<file path="config.mk">
export PLATFORM = sky130hd
export DESIGN_NAME = pkt_queue_mgr
export DESIGN_NICKNAME = d
export VERILOG_FILES = /design/src/rtl/qm_pkg.sv /design/src/rtl/qm_link_ram.sv /design/src/rtl/qm_desc_ram.sv /design/src/rtl/qm_free_list.sv /design/src/rtl/pkt_queue_mgr.sv
export SDC_FILE = /design/constraint.sdc
export NUM_CORES = 1
export LEC_CHECK = 0
export BUFFER_PORTS_ARGS = -buffer_cell sky130_fd_sc_hd__buf_2
export CAP_MARGIN = 0
export CELL_PAD_IN_SITES_DETAIL_PLACEMENT = 1
export CELL_PAD_IN_SITES_GLOBAL_PLACEMENT = 1
export CORE_AREA = 2 2 190 192
export CTS_CLUSTER_SIZE = 28
export DETAILED_ROUTE_END_ITERATION = 8
export DIE_AREA = 0 0 192 194
export PLACE_DENSITY_LB_ADDON = 0.12
export SKIP_LAST_GASP = 1
export SLEW_MARGIN = 15
export SYNTH_ARGS = -nofsm -noshare
export SYNTH_HDL_FRONTEND = slang
export SYNTH_SLANG_ARGS = --single-unit
</file>
<file path="constraint.sdc">
create_clock -name clk_i -period 2.9 [get_ports clk_i]
set_input_delay 0.58 -clock clk_i [delete_from_list [all_inputs] [get_ports clk_i]]
set_output_delay 0.58 -clock clk_i [all_outputs]
set_load 0.02 [all_outputs]
</file>
<file path="src/rtl/qm_pkg.sv">
package qm_pkg;
  typedef enum logic [1:0] {
    ST_OK    = 2'd0,
    ST_NOBUF = 2'd1,
    ST_EMPTY = 2'd2
  } status_e;

  typedef enum logic {
    OP_ENQ = 1'b0,
    OP_DEQ = 1'b1
  } op_e;

  typedef enum logic {
    S_IDLE = 1'b0,
    S_EXEC = 1'b1
  } fsm_e;
endpackage

</file>
<file path="src/rtl/qm_link_ram.sv">
module qm_link_ram #(
  parameter int NUM_BUFS = 16,
  localparam int BW = $clog2(NUM_BUFS)
) (
  input  logic          clk_i,
  input  logic          rst_ni,
  input  logic [BW-1:0] rd_a_addr_i,
  output logic [BW-1:0] rd_a_data_o,
  input  logic [BW-1:0] rd_b_addr_i,
  output logic [BW-1:0] rd_b_data_o,
  input  logic          we_i,
  input  logic [BW-1:0] waddr_i,
  input  logic [BW-1:0] wdata_i
);
  logic [BW-1:0] mem_q [NUM_BUFS];

  // reset chains every buffer to its successor
  always_ff @(posedge clk_i or negedge rst_ni) begin
    if (!rst_ni) begin
      for (int i = 0; i < NUM_BUFS; i++) mem_q[i] <= BW'((i + 1) % NUM_BUFS);
    end else if (we_i) begin
      mem_q[waddr_i] <= wdata_i;
    end
  end

  assign rd_a_data_o = mem_q[rd_a_addr_i];
  assign rd_b_data_o = mem_q[rd_b_addr_i];
endmodule

</file>
<file path="src/rtl/qm_desc_ram.sv">
module qm_desc_ram #(
  parameter int NUM_BUFS   = 16,
  parameter int NUM_QUEUES = 8,
  localparam int BW = $clog2(NUM_BUFS),
  localparam int LW = $clog2(NUM_BUFS + 1),
  localparam int QW = (NUM_QUEUES > 1) ? $clog2(NUM_QUEUES) : 1
) (
  input  logic          clk_i,
  input  logic          rst_ni,
  input  logic [QW-1:0] rd_qid_i,
  output logic [BW-1:0] rd_head_o,
  output logic [BW-1:0] rd_tail_o,
  output logic [LW-1:0] rd_len_o,
  input  logic          we_i,
  input  logic [QW-1:0] wr_qid_i,
  input  logic [BW-1:0] wr_head_i,
  input  logic [BW-1:0] wr_tail_i,
  input  logic [LW-1:0] wr_len_i
);
  logic [BW-1:0] head_q [NUM_QUEUES];
  logic [BW-1:0] tail_q [NUM_QUEUES];
  logic [LW-1:0] len_q  [NUM_QUEUES];

  always_ff @(posedge clk_i or negedge rst_ni) begin
    if (!rst_ni) begin
      for (int i = 0; i < NUM_QUEUES; i++) begin
        head_q[i] <= '0;
        tail_q[i] <= '0;
        len_q[i]  <= '0;
      end
    end else if (we_i) begin
      head_q[wr_qid_i] <= wr_head_i;
      tail_q[wr_qid_i] <= wr_tail_i;
      len_q[wr_qid_i]  <= wr_len_i;
    end
  end

  assign rd_head_o = head_q[rd_qid_i];
  assign rd_tail_o = tail_q[rd_qid_i];
  assign rd_len_o  = len_q[rd_qid_i];
endmodule

</file>
<file path="src/rtl/qm_free_list.sv">
module qm_free_list #(
  parameter int NUM_BUFS = 16,
  localparam int BW = $clog2(NUM_BUFS),
  localparam int LW = $clog2(NUM_BUFS + 1)
) (
  input  logic          clk_i,
  input  logic          rst_ni,
  input  logic          pop_i,
  input  logic [BW-1:0] pop_next_i,
  input  logic          push_i,
  input  logic [BW-1:0] push_buf_i,
  output logic [BW-1:0] head_o,
  output logic [BW-1:0] tail_o,
  output logic [LW-1:0] len_o
);
  logic [BW-1:0] head_q, tail_q;
  logic [LW-1:0] len_q;

  always_ff @(posedge clk_i or negedge rst_ni) begin
    if (!rst_ni) begin
      head_q <= '0;
      tail_q <= BW'(NUM_BUFS - 1);
      len_q  <= LW'(NUM_BUFS);
    end else if (pop_i) begin
      head_q <= pop_next_i;
      len_q  <= len_q - LW'(1);
    end else if (push_i) begin
      if (len_q == '0) head_q <= push_buf_i;
      tail_q <= push_buf_i;
      len_q  <= len_q + LW'(1);
    end
  end

  assign head_o = head_q;
  assign tail_o = tail_q;
  assign len_o  = len_q;
endmodule

</file>
<file path="src/rtl/pkt_queue_mgr.sv">
module pkt_queue_mgr
  import qm_pkg::*;
#(
  parameter int NUM_BUFS   = 16,
  parameter int NUM_QUEUES = 8,
  localparam int BUF_W = $clog2(NUM_BUFS),
  localparam int LEN_W = $clog2(NUM_BUFS + 1),
  localparam int QID_W = (NUM_QUEUES > 1) ? $clog2(NUM_QUEUES) : 1
) (
  input  logic             clk_i,
  input  logic             rst_ni,
  input  logic             cmd_valid_i,
  output logic             cmd_ready_o,
  input  logic             cmd_op_i,
  input  logic [QID_W-1:0] cmd_qid_i,
  output logic             rsp_valid_o,
  output logic [BUF_W-1:0] rsp_buf_o,
  output logic [1:0]       rsp_status_o
);
  fsm_e             state_q;
  op_e              op_q;
  logic [QID_W-1:0] qid_q;
  logic [BUF_W-1:0] vq_head_q, vq_tail_q;
  logic [LEN_W-1:0] vq_len_q;

  logic [BUF_W-1:0] rd_head, rd_tail;
  logic [LEN_W-1:0] rd_len;

  logic [BUF_W-1:0] free_head, free_tail;
  logic [LEN_W-1:0] free_len;
  logic [BUF_W-1:0] free_next, vq_next;

  logic             exec, accept, ok, fl_pop, fl_push;
  logic             lk_we, dq_we;
  logic [BUF_W-1:0] lk_waddr, lk_wdata, buf_sel;
  logic [BUF_W-1:0] dq_head, dq_tail;
  logic [LEN_W-1:0] dq_len;
  status_e          status;

  logic             rsp_valid_q;
  logic [BUF_W-1:0] rsp_buf_q;
  status_e          rsp_status_q;

  assign exec        = (state_q == S_EXEC);
  assign cmd_ready_o = (state_q == S_IDLE);
  assign accept      = cmd_valid_i && cmd_ready_o;

  qm_desc_ram #(.NUM_BUFS(NUM_BUFS), .NUM_QUEUES(NUM_QUEUES)) i_desc (
    .clk_i, .rst_ni,
    .rd_qid_i (cmd_qid_i),
    .rd_head_o(rd_head),
    .rd_tail_o(rd_tail),
    .rd_len_o (rd_len),
    .we_i     (dq_we),
    .wr_qid_i (qid_q),
    .wr_head_i(dq_head),
    .wr_tail_i(dq_tail),
    .wr_len_i (dq_len)
  );

  qm_link_ram #(.NUM_BUFS(NUM_BUFS)) i_link (
    .clk_i, .rst_ni,
    .rd_a_addr_i(free_head),
    .rd_a_data_o(free_next),
    .rd_b_addr_i(vq_head_q),
    .rd_b_data_o(vq_next),
    .we_i       (lk_we),
    .waddr_i    (lk_waddr),
    .wdata_i    (lk_wdata)
  );

  qm_free_list #(.NUM_BUFS(NUM_BUFS)) i_free (
    .clk_i, .rst_ni,
    .pop_i     (fl_pop),
    .pop_next_i(free_next),
    .push_i    (fl_push),
    .push_buf_i(vq_head_q),
    .head_o    (free_head),
    .tail_o    (free_tail),
    .len_o     (free_len)
  );

  // read phase: capture descriptor at accept
  always_ff @(posedge clk_i or negedge rst_ni) begin
    if (!rst_ni) begin
      state_q   <= S_IDLE;
      op_q      <= OP_ENQ;
      qid_q     <= '0;
      vq_head_q <= '0;
      vq_tail_q <= '0;
      vq_len_q  <= '0;
    end else if (accept) begin
      state_q   <= S_EXEC;
      op_q      <= op_e'(cmd_op_i);
      qid_q     <= cmd_qid_i;
      vq_head_q <= rd_head;
      vq_tail_q <= rd_tail;
      vq_len_q  <= rd_len;
    end else begin
      state_q   <= S_IDLE;
    end
  end

  // modify/write phase
  always_comb begin
    ok       = 1'b0;
    fl_pop   = 1'b0;
    fl_push  = 1'b0;
    lk_we    = 1'b0;
    lk_waddr = '0;
    lk_wdata = '0;
    dq_we    = 1'b0;
    dq_head  = vq_head_q;
    dq_tail  = vq_tail_q;
    dq_len   = vq_len_q;
    buf_sel  = '0;
    status   = ST_OK;
    if (op_q == OP_ENQ) begin
      ok      = (free_len != '0);
      status  = ok ? ST_OK : ST_NOBUF;
      buf_sel = free_head;
      if (exec && ok) begin
        fl_pop   = 1'b1;
        dq_we    = 1'b1;
        dq_head  = (vq_len_q == '0) ? free_head : vq_head_q;
        dq_tail  = free_head;
        dq_len   = vq_len_q + LEN_W'(1);
        lk_we    = (vq_len_q != '0);
        lk_waddr = vq_tail_q;
        lk_wdata = free_head;
      end
    end else begin
      ok      = (vq_len_q != '0);
      status  = ok ? ST_OK : ST_EMPTY;
      buf_sel = vq_head_q;
      if (exec && ok) begin
        fl_push  = 1'b1;
        dq_we    = 1'b1;
        dq_head  = vq_next;
        dq_len   = vq_len_q - LEN_W'(1);
        lk_we    = (free_len != '0);
        lk_waddr = free_tail;
        lk_wdata = vq_head_q;
      end
    end
  end

  always_ff @(posedge clk_i or negedge rst_ni) begin
    if (!rst_ni) begin
      rsp_valid_q  <= 1'b0;
      rsp_buf_q    <= '0;
      rsp_status_q <= ST_OK;
    end else begin
      rsp_valid_q <= exec;
      if (exec) begin
        rsp_buf_q    <= ok ? buf_sel : '0;
        rsp_status_q <= status;
      end
    end
  end

  assign rsp_valid_o  = rsp_valid_q;
  assign rsp_buf_o    = rsp_buf_q;
  assign rsp_status_o = rsp_status_q;
endmodule

</file>
* Word-level counts from Yosys, hierarchy flattened
Cells that the tools add are included.
** Operators by class
- Order comparisons :: 7
- Bitwise logic cells :: 7
- Reductions and logical operators :: 13
- Add/sub/neg operators :: 4
- Muxes and demuxes :: 60
** Operators by type and width (count)
- $mux 4 :: 27
- $bwmux 32 :: 2
- $bwmux 64 :: 1
- $bwmux 40 :: 1
- $mux 5 :: 8
- $bmux 4 s4 :: 2
- $bmux 4 s3 :: 2
- $demux 4 s4 :: 1
- $bmux 5 s3 :: 1
- $demux 5 s3 :: 1
- $ge 5x5->1 const B :: 3
- $not 4->5 :: 3
- $demux 4 s3 :: 1
- $mux 1 :: 11
- $add 5x1->5 const B :: 2
- $logic_not 5->1 :: 2
- $reduce_bool 5->1 :: 2
- $sub 5x1->5 const B :: 2
- $ge 4x4->1 const B :: 2
- $not 3->4 :: 2
- $logic_and 1x1->1 :: 5
- $lt 5x1->1 const B :: 1
- $lt 4x1->1 const B :: 1
- $mux 2 :: 2
- other kinds (3) :: 6
** Word-level totals
- Output and inout port bits :: 8
- Logic and storage cells :: 143
- Register bits :: 206

* Depth between registers and ports, before layout
- Word-level depth :: 10
- Depth in mapped cells :: 10

* By module
Synthesis repeated with hierarchy kept, for this count alone.
** Unflattened totals
- Cells, all modules :: 692
- Area total of the unflattened synthesis :: 10392.5 um^2
** By module, submodules not included
- qm_desc_ram :: sequential area each 2602.5 um^2, cells an instance 270, times used 1, area an instance 4774.6 um^2
- qm_link_ram :: sequential area each 1641.6 um^2, cells an instance 240, times used 1, area an instance 3549.7 um^2
- pkt_queue_mgr :: sequential area each 625.6 um^2, cells an instance 124, times used 1, area an instance 1400.1 um^2
- qm_free_list :: sequential area each 331.6 um^2, cells an instance 58, times used 1, area an instance 668.1 um^2

* Worst setup path before layout
No wires, ideal clock.
- Path type :: register to register
- Start point :: reg vq_len_q[0]
- End point :: reg i_link.mem_q[16] (netlist bit)
- Path buffers :: 2
- Cell stages (with the launch flop) :: 10
- Library setup time :: 0.125 ns
- Data arrival time :: 2.312 ns
- Setup slack :: 0.463 ns
- Cell sequence :: dfrtp_1 > clkbuf_1 > inv_1 > ha_1 > or4b_4 > buf_6 > nand4_4 > nand3b_4 > or3_4 > mux2_4
** Between the ends
- Word-level cells in the longest chain between the ends :: 10
- Elaborated cells between the ends (all ways) :: 16
- Classes of those cells :: order compare (2); mux (10); bitwise (1); reduce/logical (3)
** Ends and longest elaborated chain
- start: declaration :: RTL line pkt_queue_mgr.sv:24 : logic [LEN_W-1:0] vq_len_q;
- start signal: assignment :: RTL line pkt_queue_mgr.sv:98 : vq_len_q <= rd_len;
- $reduce_bool 5->1 * :: RTL line pkt_queue_mgr.sv:128, pkt_queue_mgr.sv:133
- $logic_and 1x1->1 :: RTL line pkt_queue_mgr.sv:136 : if (exec && ok) begin
- $mux 4 :: RTL line pkt_queue_mgr.sv:136
- $mux 4 :: RTL line pkt_queue_mgr.sv:118 : if (op_q == OP_ENQ) begin
- $not 4->5 (not written as such) :: RTL line qm_link_ram.sv:22 : mem_q[waddr_i] <= wdata_i;
- $ge 5x5->1 (not written as such) / $lt 5x1->1 (equally long branches) :: RTL line qm_link_ram.sv:22
- $logic_and 1x1->1 (not written as such) :: RTL line qm_link_ram.sv:22
- $mux 4 (not written as such) :: RTL line qm_link_ram.sv:22
- $demux 4 s4 :: RTL line qm_link_ram.sv:22
- $bwmux 64 :: RTL line qm_link_ram.sv:22
- end signal: indexed assignment :: RTL line qm_link_ram.sv:22
- end: declaration :: RTL line qm_link_ram.sv:15 : logic [BW-1:0] mem_q [NUM_BUFS];
Mark *: on every way between the ends. The rest lies on a longest branch, timed or not.
A chain may end at the register's enable or synchronous reset.

* Worst setup path in the final report
- Start point :: reg vq_len_q[1]
- End point :: reg i_link.mem_q[63] (netlist bit)
The elaborated chain is that of the path after synthesis.

==> results.md <==
Drt:
- The number of vias per cell is between 5 and 6.
- The starting DRC count in detailed routing is approximately 350.
- The remaining routing DRC violations is 0.
- In the final routed layout, each cell accounts on average for 23.99 µm.
- The length of the first detailed-routing pass in iterations is 4.
- The remaining antenna violation count is 0.
- The routed layout has ~6700 vias.
- The routed design has slightly above 30 mm of wire.

CTS:
- The number of gates resized after CTS is 0.
- The root buffer cell is sky130_fd_sc_hd__clkbuf_16.
- The number of clock buffers added by TritonCTS is 27.
- The clock slew seen by the registers of the worst setup and hold paths is 0.06 ns.
- The clock tree from TritonCTS is built.
- The hold buffer count at cts is 0.
- The post-CTS repair timing setup buffer count is 0.
- CTS built an H-tree with a depth of 1.
- The tree built by TritonCTS fans out to about 200 sinks.
- The clock reaches the later pin of the worst-skew pair after 0.56 ns.
- The number of buffers on the longest clock path is 3.

Global routing:
- The remaining global-route overflow is 0.
- For this run, global-route usage on met1 was measured as 0.2369.
- The number of global-route vias before repair is approximately 7500.
- For this run, global-route usage on met2 was measured as 0.2871.
- After global routing, the most crowded layer is met2.
- The number of antenna violations at the first check in global routing is 0.
- The met3 layer usage reported by global route is 0.02824.
- The first-pass GRT wire length is roughly 50 mm.
- The overall global routing resource usage is 0.1734.
- The largest net degree at the start of global routing is between 50 and 60.

Worst setup path:
- The worst setup path is captured at a flip-flop.
- Measured in cells, the most critical reg-to-reg path has a length of 8.
- The sort of element at the start of the critical path is a flip-flop.
- The critical-path maximum fanout is 10.
- At the worst endpoint, the arrival time is roughly 3.2 ns.
- The worst setup path is of the flip-flop to flip-flop kind.
- The required time at the endpoint of the critical path is 3.32 ns.

Synth:
- Each instance of the synthesized netlist takes up on average between 10 and 15 µm².
- By area the synthesized netlist is led by sky130_fd_sc_hd__dfrtp_1 41%, sky130_fd_sc_hd__mux2_2 14%, sky130_fd_sc_hd__mux4_2 11%.
- The share of the Yosys chip area taken by registers is 0.5000.
- After synthesis the cells add up to approximately 10000 µm².
- When the netlist entered floorplanning its net count stood at 790.
- Synthesis produced a netlist whose cell count is around 780.
- After synthesis, the most frequently instantiated cells are 169 x sky130_fd_sc_hd__dfrtp_1, 132 x sky130_fd_sc_hd__mux2_2, 53 x sky130_fd_sc_hd__nand2_1.
- The share of synthesized registers carrying an async set or reset is 1.000.
- After synthesis the netlist holds a flip-flop and latch count of 206.
- The most frequent cell after synthesis is sky130_fd_sc_hd__dfrtp_1.
- The area share of the largest cell type after synthesis is 0.4065.
- After synthesis, the netlist uses between 60 and 70 different library cells.
- The synthesized design contains 0 enable-type register cells.
- Among all flip-flop cells after synthesis, the most frequent one is sky130_fd_sc_hd__dfrtp_1.
- Summed over all instances, the cell type with the most area after synthesis is sky130_fd_sc_hd__dfrtp_1.
- The Yosys step of the flow raised 0 warnings.

STA:
- The number of failing setup endpoints in the final timing report is 0.
- In the finished design, the share of the clock period the worst path needs comes to 0.9417.
- Static timing analysis puts the maximum clock frequency at about 0.37 GHz.
- For the pin with the worst max-slew slack, the measured transition is ~0.76 ns.
- In the final timing run, aggregate negative setup slack is 0 ns.
- The worst relative slew slack is 0.4762.
- The clock tree skew after final layout is roughly 0.026 ns.
- The final count of pins violating max slew is 0.
- Hold is met by about 0.029 ns.
- Setup repair after global routing left no endpoint under its margin.
- The time the worst path needs with I/O delays and setup is between 2 and 3 ns.
- The count of endpoints failing hold in the final timing report came to 0.
- The post-layout worst setup margin is between 0.15 and 0.2 ns.

Die:
- Pin placement for this block handled 15 I/O pins.
- The die covers ~37000 µm².
- The initialized floorplan defines just under 70 standard-cell rows.
- For this configuration, the core starts out at a cell density of 0.2953.
- The horizontal extent of the die is roughly 190 µm.
- The chip height is 194 µm.
- The area of the placeable core is between 30000 and 40000 µm².

Power:
- The power share of the combinational group is 0.309.
- The power density over cell area is ~920 nW/µm².
- The static power due to leakage is between 5 and 6 nW.
- The clock share of power is 0.301.
- IR analysis of the VDD net gives a maximum drop of about 0.00042 V.
- The internal power is between 0.007 and 0.008 W.
- Of the total power, the share spent switching nets is 0.3495.
- Total power for the finished layout comes to 0.01113 W.
- Of the total power, registers draw 0.390.
- For this design the total switching power over the nets is 0.003890 W.

Placement:
- The pre-CTS setup slack is about 0.092 ns.
- The port buffer count is 14.
- The final estimated routing congestion in global placement is between 0.7 and 0.8.
- Once detailed placement completed, the half-perimeter wirelength came to 20.96 mm.

Cells and area:
- The area of the multi-input gates is roughly 4900 µm².
- The layout cell share with drive strength beyond 1 is 0.4361.
- After the last flow step, the layout net total stands at 820.
- The filler cell count in the final layout is roughly 3700.
- The signed area change from the synthesized netlist to the final layout is 16.18%.
- The sequential cells in the finished layout cover a total of between 5000 and 6000 µm².
- The number of antenna diodes in the final layout is 0.
- Once layout is complete, the utilization of the core stands at 0.3431.

Job:
- Max-cap violations in this run came to 0.

Min path:
- The classification of the worst-slack hold path is input pin to async pin.

Status:
- The flow ran to the end, and the final reports show no timing, DRC or antenna violations.
==> cells by family (layout without fill, tap and decap cells) <==
| family | Yosys count | after routing | share of synthesized area |
|---|---|---|---|
| simple gates | 149 | 149 | 0.08263 |
| flops | 206 | 206 | 0.5000 |
| fa+ha+maj | 4 | 4 | 0.004811 |
| buf+inv | 62 | 113 | 0.02670 |
| xor+xnor | 6 | 6 | 0.005052 |
| mux | 233 | 233 | 0.3043 |
| compound gates | 119 | 119 | 0.07650 |
==> critical path: stages (launching register included) <==
cell                      delay, ns
sky130_fd_sc_hd__dfrtp_1       0.37
sky130_fd_sc_hd__inv_1         0.10
sky130_fd_sc_hd__ha_1          0.19
sky130_fd_sc_hd__nor4b_4       0.37
sky130_fd_sc_hd__nor3_2        0.12
sky130_fd_sc_hd__buf_4         0.20
sky130_fd_sc_hd__a22o_1        0.31
sky130_fd_sc_hd__nor3_2        0.52
sky130_fd_sc_hd__mux2_2        0.40
==> final timing paths <==
kind,start,endpoint,slack (ns)
hold reg to reg,rsp_status_o[1]$_DFFE_PN0P_,rsp_status_o[1]$_DFFE_PN0P_,0.48
hold / removal,rst_ni,exec$_DFF_PN0_,0.03
min in group clk_i,cmd_op_i,op_q$_DFFE_PN0P_,0.29
setup / recovery,vq_len_q[1]$_DFFE_PN0P_,i_link.mem_q[63]$_DFFE_PN0P_,0.17
setup reg to reg,vq_len_q[1]$_DFFE_PN0P_,i_link.mem_q[63]$_DFFE_PN0P_,0.17
max in group asynchronous,rst_ni,i_link.mem_q[28]$_DFFE_PN1P_,2.04
==> stage by stage <==
stage | area (µm²) | instances
floorplan | 10400 | 779
global route | 12090 | 1291
CTS | 12080 | 1291
detailed placement | 11170 | 1241
finish | 12090 | 1291
global placement | 11170 | 1241
==> flip-flops by register name, summed over array words and instances (netlist names) <==
signal         count
rsp_status_o       2
qid_q              3
exec               1
vq_head_q          4
op_q               1
i_free.len_o       5
i_free.tail_o      4
i_link.mem_q      64
i_desc.len_q      40
vq_tail_q          4
i_desc.tail_q     32
vq_len_q           5
i_free.head_o      4
rsp_buf_o          4
i_desc.head_q     32
rsp_valid_o        1
==> layout make-up <==
cell class / instances / area share
clock buffer: 40 / 0.06657
clock inverter: 10 / 0.008386
inverter: 7 / 0.002174
multi-input combinational: 511 / 0.4080
sequential: 206 / 0.4304
tap: 461 / 0.04773
timing repair buffer: 56 / 0.03675
==> per-layer routing <==
layer,vias up,part of all wire
li1,2965,-
met1,3555,0.46
met2,88,0.49
met3,43,0.031
met4,0,0.025
met5,-,0
==> cell usage in the layout (no fill, tap or decap), drive strengths merged, types with 2 or more instances in the layout <==
master | Yosys | layout
a31oi | 4 | 4
nor2 | 29 | 29
a21boi | 2 | 2
nor4 | 3 | 3
o21ai | 40 | 40
clkbuf | 30 | 41
dfstp | 37 | 37
and3 | 4 | 4
buf | 25 | 55
nand3b | 3 | 3
clkinv | 0 | 5
clkinvlp | 0 | 3
nor3 | 14 | 14
mux2i | 41 | 41
inv | 7 | 8
o221a | 2 | 2
dfrtp | 169 | 169
or3 | 4 | 4
nor2b | 4 | 4
mux4 | 50 | 50
a22oi | 8 | 8
o211ai | 7 | 7
xnor2 | 4 | 4
a21oi | 34 | 34
nand2 | 53 | 53
a21o | 5 | 5
a22o | 5 | 5
nand3 | 20 | 20
mux2 | 142 | 142
a221o | 3 | 3
nand4 | 6 | 6
xor2 | 2 | 2
ha | 4 | 4
==> power groups by stage <==
stage                     clock network (W)  logic, W  registers, W
after floorplan                           0   0.00254       0.00409
after global placement                    0   0.00338       0.00432
after detailed placement                  0   0.00348       0.00440
after CTS                           0.00345   0.00350       0.00435
after global routing                0.00357   0.00378       0.00447
final                               0.00335   0.00343       0.00434
No activity file was read; power rests on OpenSTA's default activity.
